### config.mk
export PLATFORM = sky130hd
export DESIGN_NAME = qenc_position
export DESIGN_NICKNAME = d
export VERILOG_FILES = /design/src/rtl/qenc_pkg.sv /design/src/rtl/qenc_sync.sv /design/src/rtl/qenc_decode.sv /design/src/rtl/qenc_counters.sv /design/src/rtl/qenc_events.sv /design/src/rtl/qenc_position.sv
export SDC_FILE = /design/constraint.sdc
export NUM_CORES = 1
export LEC_CHECK = 0
export ABC_AREA = 1
export BUFFER_PORTS_ARGS = -buffer_cell sky130_fd_sc_hd__buf_2
export CAP_MARGIN = 20
export CORE_ASPECT_RATIO = 0.75
export CORE_MARGIN = 2
export CORE_UTILIZATION = 62
export CTS_CLUSTER_DIAMETER = 40
export DETAILED_ROUTE_END_ITERATION = 12
export PLACE_DENSITY = 0.88
export SLEW_MARGIN = 10
export SYNTH_ARGS = -nofsm -noshare
export SYNTH_HDL_FRONTEND = slang
export SYNTH_SLANG_ARGS = --single-unit
### constraint.sdc
create_clock -name clk -period 5.29 [get_ports clk]
set_input_delay 0 -clock clk [delete_from_list [all_inputs] [get_ports clk]]
set_output_delay 0 -clock clk [all_outputs]
set_load 0.01 [all_outputs]
### src/rtl/qenc_pkg.sv
package qenc_pkg;

  typedef enum logic [1:0] {
    ENC_QUAD      = 2'b00,
    ENC_PULSE_DIR = 2'b01,
    ENC_UP_DOWN   = 2'b10,
    ENC_OFF       = 2'b11
  } enc_mode_e;

  // Bit positions of the encoder pins inside the synchroniser vector
  localparam int PIN_A = 0;
  localparam int PIN_B = 1;
  localparam int PIN_Z = 2;
  localparam int PIN_H = 3;
  localparam int PIN_N = 4;

  // Position of an (A,B) pair on the quadrature circle: 00->0, 10->1, 11->2, 01->3
  function automatic logic [1:0] quad_pos(input logic a, input logic b);
    return {b, a ^ b};
  endfunction

  // Circle distance between two phase states: 1 forward, 3 reverse, 0/2 no count
  function automatic logic [1:0] quad_delta(input logic pa, input logic pb,
                                            input logic ca, input logic cb);
    logic [1:0] d;
    d = quad_pos(ca, cb) - quad_pos(pa, pb);
    return d;
  endfunction

endpackage

### src/rtl/qenc_sync.sv
module qenc_sync #(
  parameter int N      = 4,
  parameter int STAGES = 2
) (
  input  logic         clk,
  input  logic         rst_n,
  input  logic [N-1:0] din,
  output logic [N-1:0] cur,
  output logic [N-1:0] prev
);

  logic [N-1:0] stg_q [STAGES];
  logic [N-1:0] prev_q;

  always_ff @(posedge clk or negedge rst_n) begin
    if (!rst_n) begin
      for (int i = 0; i < STAGES; i++) stg_q[i] <= '0;
      prev_q <= '0;
    end else begin
      stg_q[0] <= din;
      for (int i = 1; i < STAGES; i++) stg_q[i] <= stg_q[i-1];
      prev_q <= stg_q[STAGES-1];
    end
  end

  assign cur  = stg_q[STAGES-1];
  assign prev = prev_q;

endmodule

### src/rtl/qenc_decode.sv
module qenc_decode
  import qenc_pkg::*;
(
  input  logic       clk,
  input  logic       rst_n,
  input  logic [1:0] mode,
  input  logic       a_cur,
  input  logic       a_prev,
  input  logic       b_cur,
  input  logic       b_prev,
  output logic       step_up,
  output logic       step_dn,
  output logic       dir
);

  logic       a_rise;
  logic       b_rise;
  logic [1:0] qd;
  logic       dir_q;

  assign a_rise = a_cur & ~a_prev;
  assign b_rise = b_cur & ~b_prev;
  assign qd     = quad_delta(a_prev, b_prev, a_cur, b_cur);

  always_comb begin
    step_up = 1'b0;
    step_dn = 1'b0;
    case (enc_mode_e'(mode))
      ENC_QUAD: begin
        step_up = (qd == 2'd1);
        step_dn = (qd == 2'd3);
      end
      ENC_PULSE_DIR: begin
        step_up = a_rise & ~b_cur;
        step_dn = a_rise &  b_cur;
      end
      ENC_UP_DOWN: begin
        step_up = a_rise & ~b_rise;
        step_dn = b_rise & ~a_rise;
      end
      default: begin
        step_up = 1'b0;
        step_dn = 1'b0;
      end
    endcase
  end

  always_ff @(posedge clk or negedge rst_n) begin
    if (!rst_n)       dir_q <= 1'b0;
    else if (step_dn) dir_q <= 1'b1;
    else if (step_up) dir_q <= 1'b0;
  end

  assign dir = dir_q;

  // direction tracks the most recent count
  assert_dir_fwd_R2: assert property (@(posedge clk) disable iff (!rst_n)
    step_up |=> !dir);
  assert_dir_rev_R2: assert property (@(posedge clk) disable iff (!rst_n)
    step_dn |=> dir);
  // at most one count per cycle
  assert_one_step_R4: assert property (@(posedge clk) disable iff (!rst_n)
    !(step_up && step_dn));

endmodule

### src/rtl/qenc_counters.sv
module qenc_counters #(
  parameter int PH_W  = 21,
  parameter int REV_W = 32,
  parameter int TMR_W = 32
) (
  input  logic             clk,
  input  logic             rst_n,
  input  logic             step_up,
  input  logic             step_dn,
  input  logic             z_rise,
  input  logic             h_lvl,
  input  logic             dir,
  input  logic [PH_W-1:0]  ph_max,
  input  logic [PH_W-1:0]  ph_index,
  input  logic             rev_from_wrap,
  input  logic             z_cal_en,
  input  logic             cnt_clear,
  input  logic             h_clr_rev,
  input  logic             h_clr_ph,
  input  logic             pause,
  input  logic             pause_rev,
  input  logic             pause_ph,
  output logic [PH_W-1:0]  ph_cnt,
  output logic [REV_W-1:0] rev_cnt,
  output logic [TMR_W-1:0] tmr_cnt
);

  function automatic logic [PH_W-1:0] ph_advance(input logic [PH_W-1:0] cur,
                                                 input logic [PH_W-1:0] top,
                                                 input logic            up);
    if (up) return (cur == top) ? '0 : cur + 1'b1;
    else    return (cur == '0)  ? top : cur - 1'b1;
  endfunction

  function automatic logic [REV_W-1:0] rev_advance(input logic [REV_W-1:0] cur,
                                                   input logic inc,
                                                   input logic dec);
    if (inc)      return cur + 1'b1;
    else if (dec) return cur - 1'b1;
    else          return cur;
  endfunction

  logic ph_reset, ph_hold, ph_live, ph_cal, ph_up, ph_dn;
  logic wrap_up, wrap_dn;
  logic rev_reset, rev_hold, rev_inc, rev_dec;
  logic [PH_W-1:0]  ph_q;
  logic [REV_W-1:0] rev_q;
  logic [TMR_W-1:0] tmr_q;

  assign ph_reset = cnt_clear | (h_clr_ph & h_lvl);
  assign ph_hold  = pause & pause_ph;
  assign ph_live  = ~ph_reset & ~ph_hold;
  assign ph_cal   = ph_live & z_cal_en & z_rise;
  assign ph_up    = ph_live & ~ph_cal & step_up;
  assign ph_dn    = ph_live & ~ph_cal & step_dn;
  assign wrap_up  = ph_up & (ph_q == ph_max);
  assign wrap_dn  = ph_dn & (ph_q == '0);

  assign rev_reset = cnt_clear | (h_clr_rev & h_lvl);
  assign rev_hold  = pause & pause_rev;
  assign rev_inc   = rev_from_wrap ? wrap_up : (z_rise & ~dir);
  assign rev_dec   = rev_from_wrap ? wrap_dn : (z_rise &  dir);

  always_ff @(posedge clk or negedge rst_n) begin
    if (!rst_n)              ph_q <= '0;
    else if (ph_reset)       ph_q <= ph_index;
    else if (ph_hold)        ph_q <= ph_q;
    else if (ph_cal)         ph_q <= ph_index;
    else if (ph_up || ph_dn) ph_q <= ph_advance(ph_q, ph_max, ph_up);
  end

  always_ff @(posedge clk or negedge rst_n) begin
    if (!rst_n)         rev_q <= '0;
    else if (rev_reset) rev_q <= '0;
    else if (!rev_hold) rev_q <= rev_advance(rev_q, rev_inc, rev_dec);
  end

  always_ff @(posedge clk or negedge rst_n) begin
    if (!rst_n)         tmr_q <= '0;
    else if (cnt_clear) tmr_q <= '0;
    else                tmr_q <= tmr_q + 1'b1;
  end

  assign ph_cnt  = ph_q;
  assign rev_cnt = rev_q;
  assign tmr_cnt = tmr_q;

  assert_clear_R9: assert property (@(posedge clk) disable iff (!rst_n)
    cnt_clear |=> (rev_cnt == '0 && tmr_cnt == '0 && ph_cnt == $past(ph_index)));
  assert_wrap_up_R5: assert property (@(posedge clk) disable iff (!rst_n)
    wrap_up |=> ph_cnt == '0);
  assert_wrap_dn_R5: assert property (@(posedge clk) disable iff (!rst_n)
    wrap_dn |=> ph_cnt == $past(ph_max));
  assert_rev_wrap_R6: assert property (@(posedge clk) disable iff (!rst_n)
    (rev_from_wrap && wrap_up && !rev_reset && !rev_hold) |=> rev_cnt == $past(rev_cnt) + 1'b1);
  assert_cal_R8: assert property (@(posedge clk) disable iff (!rst_n)
    ph_cal |=> ph_cnt == $past(ph_index));
  assert_pause_ph_R11: assert property (@(posedge clk) disable iff (!rst_n)
    (pause && pause_ph && !ph_reset) |=> $stable(ph_cnt));
  assert_pause_rev_R11: assert property (@(posedge clk) disable iff (!rst_n)
    (pause && pause_rev && !rev_reset) |=> $stable(rev_cnt));
  assert_tmr_R13: assert property (@(posedge clk) disable iff (!rst_n)
    !cnt_clear |=> tmr_cnt == $past(tmr_cnt) + 1'b1);

endmodule

### src/rtl/qenc_events.sv
module qenc_events (
  input  logic       clk,
  input  logic       rst_n,
  input  logic       h_cur,
  input  logic       h_prev,
  input  logic       z_rise,
  input  logic       dir,
  input  logic [3:0] home_mask,
  output logic       home_pulse,
  output logic       z_pulse
);

  logic h_rise, h_fall, home_hit;
  logic home_q, z_q;

  assign h_rise   = h_cur & ~h_prev;
  assign h_fall   = ~h_cur & h_prev;
  // mask index = {falling edge, direction}
  assign home_hit = (h_rise & home_mask[{1'b0, dir}]) |
                    (h_fall & home_mask[{1'b1, dir}]);

  always_ff @(posedge clk or negedge rst_n) begin
    if (!rst_n) begin
      home_q <= 1'b0;
      z_q    <= 1'b0;
    end else begin
      home_q <= home_hit;
      z_q    <= z_rise;
    end
  end

  assign home_pulse = home_q;
  assign z_pulse    = z_q;

  assert_home_edge_R12: assert property (@(posedge clk) disable iff (!rst_n)
    home_pulse |-> $past(h_cur != h_prev));
  assert_zpulse_single_R14: assert property (@(posedge clk) disable iff (!rst_n)
    z_pulse |=> !z_pulse);

endmodule

### src/rtl/qenc_position.sv
module qenc_position
  import qenc_pkg::*;
#(
  parameter int PH_W  = 21,
  parameter int REV_W = 32,
  parameter int TMR_W = 32
) (
  input  logic             clk,
  input  logic             rst_n,
  input  logic             enc_a,
  input  logic             enc_b,
  input  logic             enc_z,
  input  logic             enc_h,
  input  logic [1:0]       mode,
  input  logic [PH_W-1:0]  ph_max,
  input  logic [PH_W-1:0]  ph_index,
  input  logic             rev_from_wrap,
  input  logic             z_cal_en,
  input  logic             cnt_clear,
  input  logic             h_clr_rev,
  input  logic             h_clr_ph,
  input  logic             pause,
  input  logic             pause_rev,
  input  logic             pause_ph,
  input  logic [3:0]       home_mask,
  output logic [PH_W-1:0]  ph_cnt,
  output logic [REV_W-1:0] rev_cnt,
  output logic [TMR_W-1:0] tmr_cnt,
  output logic             dir,
  output logic             a_lvl,
  output logic             b_lvl,
  output logic             home_pulse,
  output logic             z_pulse
);

  logic [PIN_N-1:0] pin_raw, pin_cur, pin_prev;
  logic step_up, step_dn, z_rise, dir_w;

  assign pin_raw[PIN_A] = enc_a;
  assign pin_raw[PIN_B] = enc_b;
  assign pin_raw[PIN_Z] = enc_z;
  assign pin_raw[PIN_H] = enc_h;

  qenc_sync #(.N(PIN_N), .STAGES(2)) u_sync (
    .clk(clk), .rst_n(rst_n), .din(pin_raw), .cur(pin_cur), .prev(pin_prev)
  );

  assign z_rise = pin_cur[PIN_Z] & ~pin_prev[PIN_Z];

  qenc_decode u_decode (
    .clk(clk), .rst_n(rst_n), .mode(mode),
    .a_cur(pin_cur[PIN_A]), .a_prev(pin_prev[PIN_A]),
    .b_cur(pin_cur[PIN_B]), .b_prev(pin_prev[PIN_B]),
    .step_up(step_up), .step_dn(step_dn), .dir(dir_w)
  );

  qenc_counters #(.PH_W(PH_W), .REV_W(REV_W), .TMR_W(TMR_W)) u_counters (
    .clk(clk), .rst_n(rst_n),
    .step_up(step_up), .step_dn(step_dn), .z_rise(z_rise),
    .h_lvl(pin_cur[PIN_H]), .dir(dir_w),
    .ph_max(ph_max), .ph_index(ph_index),
    .rev_from_wrap(rev_from_wrap), .z_cal_en(z_cal_en), .cnt_clear(cnt_clear),
    .h_clr_rev(h_clr_rev), .h_clr_ph(h_clr_ph),
    .pause(pause), .pause_rev(pause_rev), .pause_ph(pause_ph),
    .ph_cnt(ph_cnt), .rev_cnt(rev_cnt), .tmr_cnt(tmr_cnt)
  );

  qenc_events u_events (
    .clk(clk), .rst_n(rst_n),
    .h_cur(pin_cur[PIN_H]), .h_prev(pin_prev[PIN_H]),
    .z_rise(z_rise), .dir(dir_w), .home_mask(home_mask),
    .home_pulse(home_pulse), .z_pulse(z_pulse)
  );

  assign dir   = dir_w;
  assign a_lvl = pin_cur[PIN_A];
  assign b_lvl = pin_cur[PIN_B];

  // Z-driven revolution step follows the direction
  assert_zrev_R7: assert property (@(posedge clk) disable iff (!rst_n)
    (z_rise && !rev_from_wrap && !cnt_clear && !(h_clr_rev && pin_cur[PIN_H]) &&
     !(pause && pause_rev)) |=> rev_cnt != $past(rev_cnt));
  // synchronised levels never change without a raw change before
  assert_alvl_R1: assert property (@(posedge clk) disable iff (!rst_n)
    $stable(enc_a) |=> ##1 (a_lvl == $past(enc_a, 2)));

endmodule

==> results of run 1 <==
[cell type report]
type,instances,share of cell area [%]
multi-input combinational,930,50.2
tap,171,2.24
inverter,180,7.07
clock inverter,6,0.589
antenna,1,0.0262
timing repair buffer,184,11.3
sequential,100,26.2
clock buffer,10,2.40
[power by group through the flow]
stage / clock, mW / combinational (mW) / sequential, mW
floorplan: 0 / 0.933 / 0.928
global placement: 0 / 1.22 / 0.952
detailed placement: 0 / 1.24 / 0.955
CTS: 0.660 / 1.27 / 0.940
global route: 0.694 / 1.46 / 0.955
finish: 0.652 / 1.30 / 0.944
[how the worst max path moves through the flow]
| stage | startpoint | to | slack (ns) | depth (start not counted) |
|---|---|---|---|---|
| final | u_sync.cur[0] | u_counters.rev_cnt[27] | 1.35 | 18 |
| after global routing | u_sync.cur[0] | u_counters.rev_cnt[27] | 1.06 | 18 |
| after CTS | u_sync.cur[0] | u_counters.rev_cnt[27] | 1.41 | 18 |
| after detailed placement | u_sync.cur[0] | u_counters.rev_cnt[27] | 1.46 | 18 |
| after global placement | u_sync.cur[1] | u_counters.rev_cnt[27] | 1.56 | 18 |
| after floorplan | u_sync.cur[1] | u_counters.rev_cnt[31] | 2.30 | 21 |
[stage by stage]
stage                     hold WS, ns  std cells  area (um2)
after floorplan                -0.296       1253        8220
after global placement        -0.0212       1537        8990
after detailed placement      -0.0203       1537        8990
after CTS                      0.0647       1581        9560
after global routing           0.0770       1581        9560
final                          0.0708       1582        9560
[sequential cells by signal, summed over array words and instances (netlist names)]
signal and cells:
u_counters.ph_cnt 21, u_counters.rev_cnt 32, u_counters.tmr_cnt 32, u_decode.dir 1, u_events.home_pulse 1, u_events.z_pulse 1
u_sync.cur 4, u_sync.prev 4, u_sync.stg_q 4
[synthesized netlist by cell type (all sizes together) (11+ instances only)]
cell    count
a21oi      42
nand3      77
clkbuf     21
nand2     360
xnor2      12
xor2       49
buf        22
nor2      143
ha         11
o211ai     33
nand4      24
o41ai      24
o21ai      72
dfrtp     100
inv       178
nor3       31
[layer usage]
layer / share of wire (%) / global-route usage, % / vias up / wire (um)
met5: 0 / 0 / - / 0
met4: 2.0 / 7.66 / 0 / 512
met3: 13 / 9.40 / 52 / 3170
met2: 42 / 51.5 / 577 / 10500
met1: 43 / 52.4 / 4224 / 10800
li1: - / - / 4397 / -
[logic make-up after synthesis]
group | Yosys count | synth area share (%)
compound gates | 201 | 15.4
xor+xnor | 61 | 7.00
fa+ha+maj | 11 | 1.67
buf+inv | 223 | 11.1
flops | 100 | 30.4
simple gates | 657 | 34.3
[what timing repair did]
action / CTS / global route
hold buffers: 28 / 0
resized for setup: 0 / 0
setup buffers: 0 / 0
endpoints found under the hold margin: 58 / 0
==> results.toml, run 1 <==
[run_status]
run_status = "finished, final reports clean"

[cts]
clk-insertion-delay-late_ns = 0.35
cts-buffers-inserted = 9
cts_tree = "built"
worst_setup_hold_path_clk_slew_ns = 0.07
root_buffer = "clkbuf_16"
cts_max_path_buffers = 2
level_count_of_the_clock_h_tree = 3
clock_sink_count = 100

[sta]
period_needed_ns = 3.94
period_share_pct = 74.4
setup_ws_post_layout_ns = 1.35
clock_skew_ns = 0.0105
transition_time_at_the_pin_with_the_least_slew_margin_ns = 1.04
grt_setup_unrepaired = "false"
setup_tns_after_final_layout_ns = 0
final-max-slew-violation-count = 0
final_hold_viol_count = 0
max-slew-margin-rel_pct = 30.4
max_freq_mhz = 254
setup_viol = 0

[min_path]
hp-class = "in2reg"
hold_path.startpoint = "cnt_clear"
whs_endpoint = "u_counters.tmr_cnt[5]"
worstHoldPathCells = 2

[routing]
route.detailed.vias_per_inst = 5.85
avgRoutedWirePerCell_um = 15.8
remaining_drc_errors = 0
postRouteWirelength_um = 25000
drt_first_iter_violations = 1157
detailroute.via_count = 9250
antenna_violating_nets_post_route = 0
drt-pass1-iter-count = 6

[critical_path]
worstReg2RegEnd = "u_counters.rev_cnt[27]"
critPathMaxFanout = 25
worstPathBufferInverterCount = 2
critPathCaptureType = "flip-flop"
timing.setup.critical_path_class = "reg2reg"
critical_path.top_delay_family = "simple AND/OR/NAND/NOR gates"
ff2ff_setup_slack_ns = 1.35
worst-r2r-cell-count = 18
worstSetupStartpointType = "flip-flop"
crit_path_top_delay_cell = "o21bai_4"
worstPathArrival_ns = 4.16
r2r-start = "u_sync.cur[0]"
timing.critical_path.cells = "xnor2_1, ha_1, inv_1, nand4_1, nand2_1, nand4_1, o21bai_4, buf_4, xor2_1, nor2_1, nand2_1, nor2_1, and2_1, nand2_1, nand2_1, nand2_1, nand3_1, nand2_1"
cp.required_ns = 5.52
timing.critical_path.slowest_cell_delay_ns = 0.75
critical_path.most_common_cell = "nand2_1"

[power]
power.leakage_nw = 5.06
power.density_cell_area_nw_per_um2 = 303
internal-power_mw = 1.61
p_sw_mw = 1.29
power_frac_comb_pct = 45.0
worst_ir_drop_vdd_mv = 0.191
p_sw_share_pct = 44.5
pwr-share-clk_pct = 22.5
seq_power_share_pct = 32.6
p_total_mw = 2.90

[floorplan]
pin_count = 152
die_h_um = 104
design.core.area_um2 = 13000
dieWidth_um = 137
design.die.area_um2 = 14200
placementRows = 36
start_util_pct = 63.4

[yosys]
synth_cell_type_count = 50
synth.largest_area_cell = "dfrtp_1"
syn_avg_cell_area_um2 = 6.56
synth_area_leaders = "dfrtp_1 30%, nand2_1 16%, inv_1 7.5%"
syn-num-nets = 1326
synthFlopType = "dfrtp_1"
yosys_register_bits = 100
synth_enable_flop_cells = 0
synth_area_um2 = 8220
synthesis_warnings = 0
synthesis.instances = 1253
seq_area_frac_synth_pct = 30.4
asyncSetResetFlopFracSynth_pct = 100
yosysTopAreaCellShare_pct = 30.4

[run]
cap_violations = 0

[finish]
commonest_non_fill_non_tap_cell_in_the_layout = "nand2_1"
fillers = 1079
multi_input_comb_area_um2 = 4800
final_nets = 1478
area_growth_syn_to_layout_pct = 16.3
seq_area_um2 = 2500
most_frequent_cells_in_the_layout = "349 x nand2_1, 164 x inv_1, 150 x buf_2, 129 x nor2_1, 100 x dfrtp_1"
final_core_util_pct = 73.7
drive_gt1_share_pct = 15.6

[global_route]
grt_start_max_net_pins = 69
grt.overflow.total = 0
global_route.usage.total_pct = 35.3
grt_pass1_vias = 8266
antenna_found_initial = 1
grt_first_pass_wirelength_um = 40600

[placed_design]
pre_cts_slack_ns = 1.46
place_hpwl_um = 18400
port_buffers = 151
gp_routability_congestion = 0.986
Power figures use the tool's default switching activity.
==> run 2, diff against run 1 <==
Settings changed: CORE_UTILIZATION 62 to 52, PLACE_DENSITY 0.88 to 0.78.
Clock period 5.29 ns to 3.35 ns, I/O delays scaled along.
==> run 2 against run 1 <==
Net effect: routed wire length increased by 0.90%; sequential share of layout area down 0.83 points; highest routed layer unchanged; clock power rose by 66%; non-clock buffer count grew 23.
==> results.toml, run 2 (synthesis results as in run 1) <==
[run_status]
run_status = "finished, final reports clean"

[critical_path]
worst-r2r-cell-count = 18
ff2ff_setup_slack_ns = 0.17
cp.required_ns = 3.60
critPathMaxFanout = 10
critical_path.top_delay_family = "simple AND/OR/NAND/NOR gates"
worstReg2RegEnd = "u_counters.rev_cnt[29]"
timing.critical_path.cells = "xnor2_1, ha_1, inv_1, nand4_1, nand2_2, nand4_1, o21bai_4, buf_12, buf_4, nand2_1, nand2_2, nor2_2, a21oi_1, o21ai_0, a21oi_1, nand3_1, nand3_1, nand2_1"
timing.critical_path.slowest_cell_delay_ns = 0.45
worstPathArrival_ns = 3.43
critical_path.endpoint = "u_counters.rev_cnt[29]"
timing.setup.critical_path_class = "reg2reg"
worstPathBufferInverterCount = 3
worstSetupStartpointType = "flip-flop"
crit_path_top_delay_cell = "dfrtp_2"
crit_cells = 18
r2r-start = "u_sync.cur[1]"
startpoint = "u_sync.cur[1]"
critPathCaptureType = "flip-flop"

[placed_design]
port_buffers = 151
place_hpwl_um = 18600
detailed_place.area_um2 = 9190
gp_routability_congestion = 1.00

[power]
p_sw_share_pct = 44.2
power.density_cell_area_nw_per_um2 = 473
pwr-share-clk_pct = 23.1
worst_ir_drop_vdd_mv = 0.318
power_frac_comb_pct = 45.2
internal-power_mw = 2.61
p_sw_mw = 2.07
power.leakage_nw = 5.21
seq_power_share_pct = 31.7

[finish]
fillers = 1449
drive_gt1_share_pct = 18.1
final_nets = 1501
area_growth_syn_to_layout_pct = 20.2
antenna_cells = 0
multi_input_comb_area_um2 = 4840
most_frequent_cells_in_the_layout = "343 x nand2_1, 164 x inv_1, 150 x buf_2, 121 x nor2_1, 99 x dfrtp_1"
commonest_non_fill_non_tap_cell_in_the_layout = "nand2_1"
final_area_um2 = 9880
seq_area_um2 = 2500

[global_route]
grt_pass1_vias = 8288
grt.overflow.total = 0
antenna_found_initial = 0
grt_first_pass_wirelength_um = 40900
grt_start_max_net_pins = 60
global_route.usage.total_pct = 30.1

[floorplan]
start_util_pct = 53.7
placementRows = 39
design.die.area_um2 = 16800
pin_count = 152
die_h_um = 113
design.core.area_um2 = 15300
dieWidth_um = 149

[routing]
drt_first_iter_violations = 939
drt-pass1-iter-count = 6
route.detailed.vias_per_inst = 5.49
detailroute.via_count = 8995
antenna_violating_nets_post_route = 0
avgRoutedWirePerCell_um = 15.4
remaining_drc_errors = 0
postRouteWirelength_um = 25200

[sta]
final_hold_viol_count = 0
period_share_pct = 95.0
clock_skew_ns = 0.00780
setup_viol = 0
max-slew-margin-rel_pct = 45.4
max_freq_mhz = 314
period_needed_ns = 3.18
transition_time_at_the_pin_with_the_least_slew_margin_ns = 0.819
setup_tns_after_final_layout_ns = 0
final-max-slew-violation-count = 0

[min_path]
hp-class = "in2reg"

[cts]
cts_tree = "built"
clock_sink_count = 100
root_buffer = "clkbuf_16"
cts-buffers-inserted = 9
level_count_of_the_clock_h_tree = 3
cts_max_path_buffers = 2
worst_setup_hold_path_clk_slew_ns = 0.08
clk-insertion-delay-late_ns = 0.36

[run]
cap_violations = 0
-- run 2: changes by cell type in the layout (fill, tap and decap cells not counted), moves of 3 or more --
cell / before / now
buf_12: 0 / 3
nor2_2: 12 / 20
nand2_2: 11 / 17
nand2_1: 349 / 343
buf_4: 6 / 24
nor2_1: 129 / 121
-- run 2: area by class of cell --
type | instances | share of cell area [%]
Timing Repair Buffer | 207 | 13.2
Clock inverter | 6 | 0.545
Clock buffer | 10 | 2.42
Sequential cell | 100 | 25.3
Inverter | 180 | 6.84
Tap cell | 205 | 2.60
Multi-Input combinational cell | 930 | 49.0
-- run 2: power by group through the flow --
stage | Sequential [mW] | Clock, mW | Combinational, mW
3_3_place_gp | 1.49 | 0 | 1.96
2_1_floorplan | 1.47 | 0 | 1.47
4_1_cts | 1.47 | 1.09 | 2.02
6_report | 1.48 | 1.08 | 2.12
5_1_grt | 1.50 | 1.14 | 2.37
3_5_place_dp | 1.50 | 0 | 1.99
-- run 2: worst register-to-register path: cells and delay by family, from the launching register on --
| kind | cells | cell delay [ns] |
|---|---|---|
| compound gates | 4 | 0.83 |
| xor+xnor | 1 | 0.21 |
| flops | 1 | 0.45 |
| fa+ha+maj | 1 | 0.27 |
| simple gates | 9 | 0.93 |
| buf+inv | 3 | 0.39 |
-- run 2: timing repair --
item | 4_1_cts | 5_1_grt
buffers inserted | 0 | 6
hold endpoints to repair | 83 | 0
hold buffers | 28 | 0
endpoints found under the setup margin | 0 | 22
resized for setup | 0 | 17
-- run 2: metrics by stage --
step                      setup WS [ns]  util (%)  cells  hold slack, ns  total power, mW
after floorplan                   0.364         -   1253          -0.296             2.94
after global placement            0.274      60.0   1587           0.109             3.45
after detailed placement          0.201      60.0   1587           0.110             3.48
after CTS                         0.186      63.7   1631          0.0718             4.59
after global routing            -0.0502      64.5   1638           0.111             5.01
final                             0.168      64.5   1638          0.0853             4.68
-- run 2: worst min-delay path by stage --
stage / cells past startpoint / from / end
2_1_floorplan: 0 / rst_n / u_counters.ph_cnt[0]
3_3_place_gp: 1 / enc_b / u_sync.stg_q[5]
3_5_place_dp: 1 / enc_a / u_sync.stg_q[4]
4_1_cts: 5 / ph_max[11] / u_counters.ph_cnt[11]
5_1_grt: 3 / cnt_clear / u_counters.tmr_cnt[5]
6_report: 5 / ph_max[11] / u_counters.ph_cnt[11]
-- run 2: metal layers --
metal | part of all wire [%] | track usage, % | vias to the layer above | routed length, um
li1 | - | - | 4441 | -
met1 | 47 | 44.1 | 4044 | 11800
met2 | 40 | 43.3 | 467 | 10100
met5 | 0 | 0 | - | 0
met3 | 12 | 8.95 | 43 | 2900
met4 | 1.8 | 7.68 | 0 | 463
==> run 3, diff against run 2 <==
Settings changed: BUFFER_PORTS_ARGS -buffer_cell sky130_fd_sc_hd__buf_2 to not set, CORE_UTILIZATION 52 to 59, DONT_BUFFER_PORTS set to 1.
==> run 3 against run 2 <==
Net effect: power increased by 3.9%; sequential share of layout area is 1.2 points higher; combinational power about the same; final area is 4.4% lower; sequential cell count stayed put; critical path type unchanged; critical endpoint is now u_counters.rev_cnt[2]; largest cell class unchanged.
==> results.toml, run 3 (synthesis results as in run 1) <==
[sta]
period_share_pct = 94.1
max-slew-margin-rel_pct = 44.9
finalHoldWorstSlack_ns = 0.0141
transition_time_at_the_pin_with_the_least_slew_margin_ns = 0.824
period_needed_ns = 3.15
setup_viol = 0
final-max-slew-violation-count = 0
final_hold_viol_count = 0
max_freq_mhz = 317
clock_skew_ns = 0.00723

[cts]
cts_max_path_buffers = 2
root_buffer = "clkbuf_16"
clock_sink_count = 100
clk-insertion-delay-late_ns = 0.37
cts-buffers-inserted = 9
worst_setup_hold_path_clk_slew_ns = 0.08
cts_tree = "built"
level_count_of_the_clock_h_tree = 3

[placed_design]
gp_routability_congestion = 1.05
placed_cells = 1426
detailed_place.area_um2 = 8530
place_hpwl_um = 18800
port_buffers = 0

[floorplan]
die_h_um = 106
pin_count = 152
dieWidth_um = 140
placementRows = 37
start_util_pct = 60.2
design.die.area_um2 = 14900
design.core.area_um2 = 13700

[finish]
final-instance-count-excl-fill = 1489
final_nets = 1381
area_growth_syn_to_layout_pct = 14.9
drive_gt1_share_pct = 10.1
commonest_non_fill_non_tap_cell_in_the_layout = "nand2_1"
most_frequent_cells_in_the_layout = "343 x nand2_1, 164 x inv_1, 119 x nor2_1, 98 x dfrtp_1, 76 x nand3_1"
final_area_um2 = 9450
fillers = 1186

[critical_path]
worstPathArrival_ns = 3.44
worstPathBufferInverterCount = 3
critPathMaxFanout = 18
cp.required_ns = 3.64
worstSetupStartpointType = "flip-flop"
timing.critical_path.slowest_cell_delay_ns = 0.65
timing.setup.critical_path_class = "reg2reg"
critPathCaptureType = "flip-flop"
crit_path_top_delay_cell = "dlygate4sd3_1"
timing.critical_path.cells = "inv_2, ha_1, nand2_2, nor2_4, nand4_1, nor3_4, inv_4, nor3_1, nor3_1, a21oi_2, nand2_2, dlygate4sd3_1, o22ai_1"
critical_path.top_delay_family = "simple AND/OR/NAND/NOR gates"

[global_route]
grt_start_max_net_pins = 101
grt_pass1_vias = 7849
grt.overflow.total = 0
grt_first_pass_wirelength_um = 41400
antenna_found_initial = 1
global_route.usage.total_pct = 34.8

[routing]
drt_first_iter_violations = 802
avgRoutedWirePerCell_um = 17.4
route.detailed.vias_per_inst = 5.87
drt-pass1-iter-count = 7
remaining_drc_errors = 0
postRouteWirelength_um = 25900
detailroute.via_count = 8742
antenna_violating_nets_post_route = 0

[run_status]
run_status = "finished, final reports clean"

[power]
pwr-share-clk_pct = 25.1
p_sw_share_pct = 43.7
internal-power_mw = 2.74
seq_power_share_pct = 30.9
worst_ir_drop_vdd_mv = 0.429
power.leakage_nw = 4.67
power_frac_comb_pct = 44.1
power.density_cell_area_nw_per_um2 = 514
p_sw_mw = 2.12

[min_path]
hp-class = "in2reg"

[run]
cap_violations = 0
==> run 3: cell count changes in the layout (fill, tap and decap cells not counted), sizes merged, moves of 2 or more <==
cell,delta
buf,-132
clkbuf,-2
bufinv,+2
dlygate4sd3,+12
==> run 3: per-stage QoR <==
| step | total power, mW | util (%) | setup WS [ns] | setup TNS [ns] |
|---|---|---|---|---|
| floorplan | 2.94 | - | 0.364 | 0 |
| global placement | 3.42 | 62.5 | 0.0923 | 0 |
| detailed placement | 3.44 | 62.5 | 0.118 | 0 |
| CTS | 4.74 | 68.1 | 0.0727 | 0 |
| global route | 5.17 | 69.2 | -0.0100 | -0.0125 |
| finish | 4.86 | 69.2 | 0.198 | 0 |
==> run 3: cell type report <==
type	count	area (um2)	share of cell area [%]
multi-input combinational	931	4900	51.9
sequential	100	2500	26.5
timing repair buffer	86	803	8.50
inverter	180	678	7.18
clock buffer	9	225	2.38
tap	175	219	2.32
clock inverter	7	111	1.18
antenna	1	2.50	0.0265
==> run 3: path summary, 6_finish.rpt <==
kind / startpoint / end / slack (ns) / depth (start not counted)
max: u_counters.ph_cnt[0] / u_counters.rev_cnt[2] / 0.20 / 13
min: ph_max[14] / u_counters.ph_cnt[14] / 0.01 / 4
max reg2reg: u_counters.ph_cnt[0] / u_counters.rev_cnt[2] / 0.20 / 13
min reg2reg: u_sync.stg_q[7] / u_sync.cur[3] / 0.36 / 0
max in group asynchronous: rst_n / u_counters.ph_cnt[0] / 2.72 / 2
min in group asynchronous: rst_n / u_counters.tmr_cnt[9] / 0.21 / 2
==> run 3: routing by layer <==
metal | share of wire (%) | global-route usage [%]
met4 | 1.7 | 8.08
met2 | 41 | 49.8
met1 | 44 | 51.6
met3 | 13 | 10.4
met5 | 0 | 0
==> run 3: power by group through the flow <==
stage	sequential, mW	combinational, mW	clock [mW]
global route	1.52	2.38	1.27
floorplan	1.47	1.47	0
detailed placement	1.52	1.92	0
finish	1.50	2.14	1.22
global placement	1.52	1.90	0
CTS	1.49	2.02	1.23
==> run 3: repair_timing <==
action / 4_1_cts / 5_1_grt
endpoints found under the setup margin: 0 / 27
setup buffers: 0 / 4
hold buffers: 41 / 0
resized for setup: 0 / 30
hold endpoints to repair: 145 / 0
==> run 3: tightest hold or removal path, delay by kind of cell <==
kind	cells	cell delay, ns
AOI/OAI and AO/OA	4	0.34
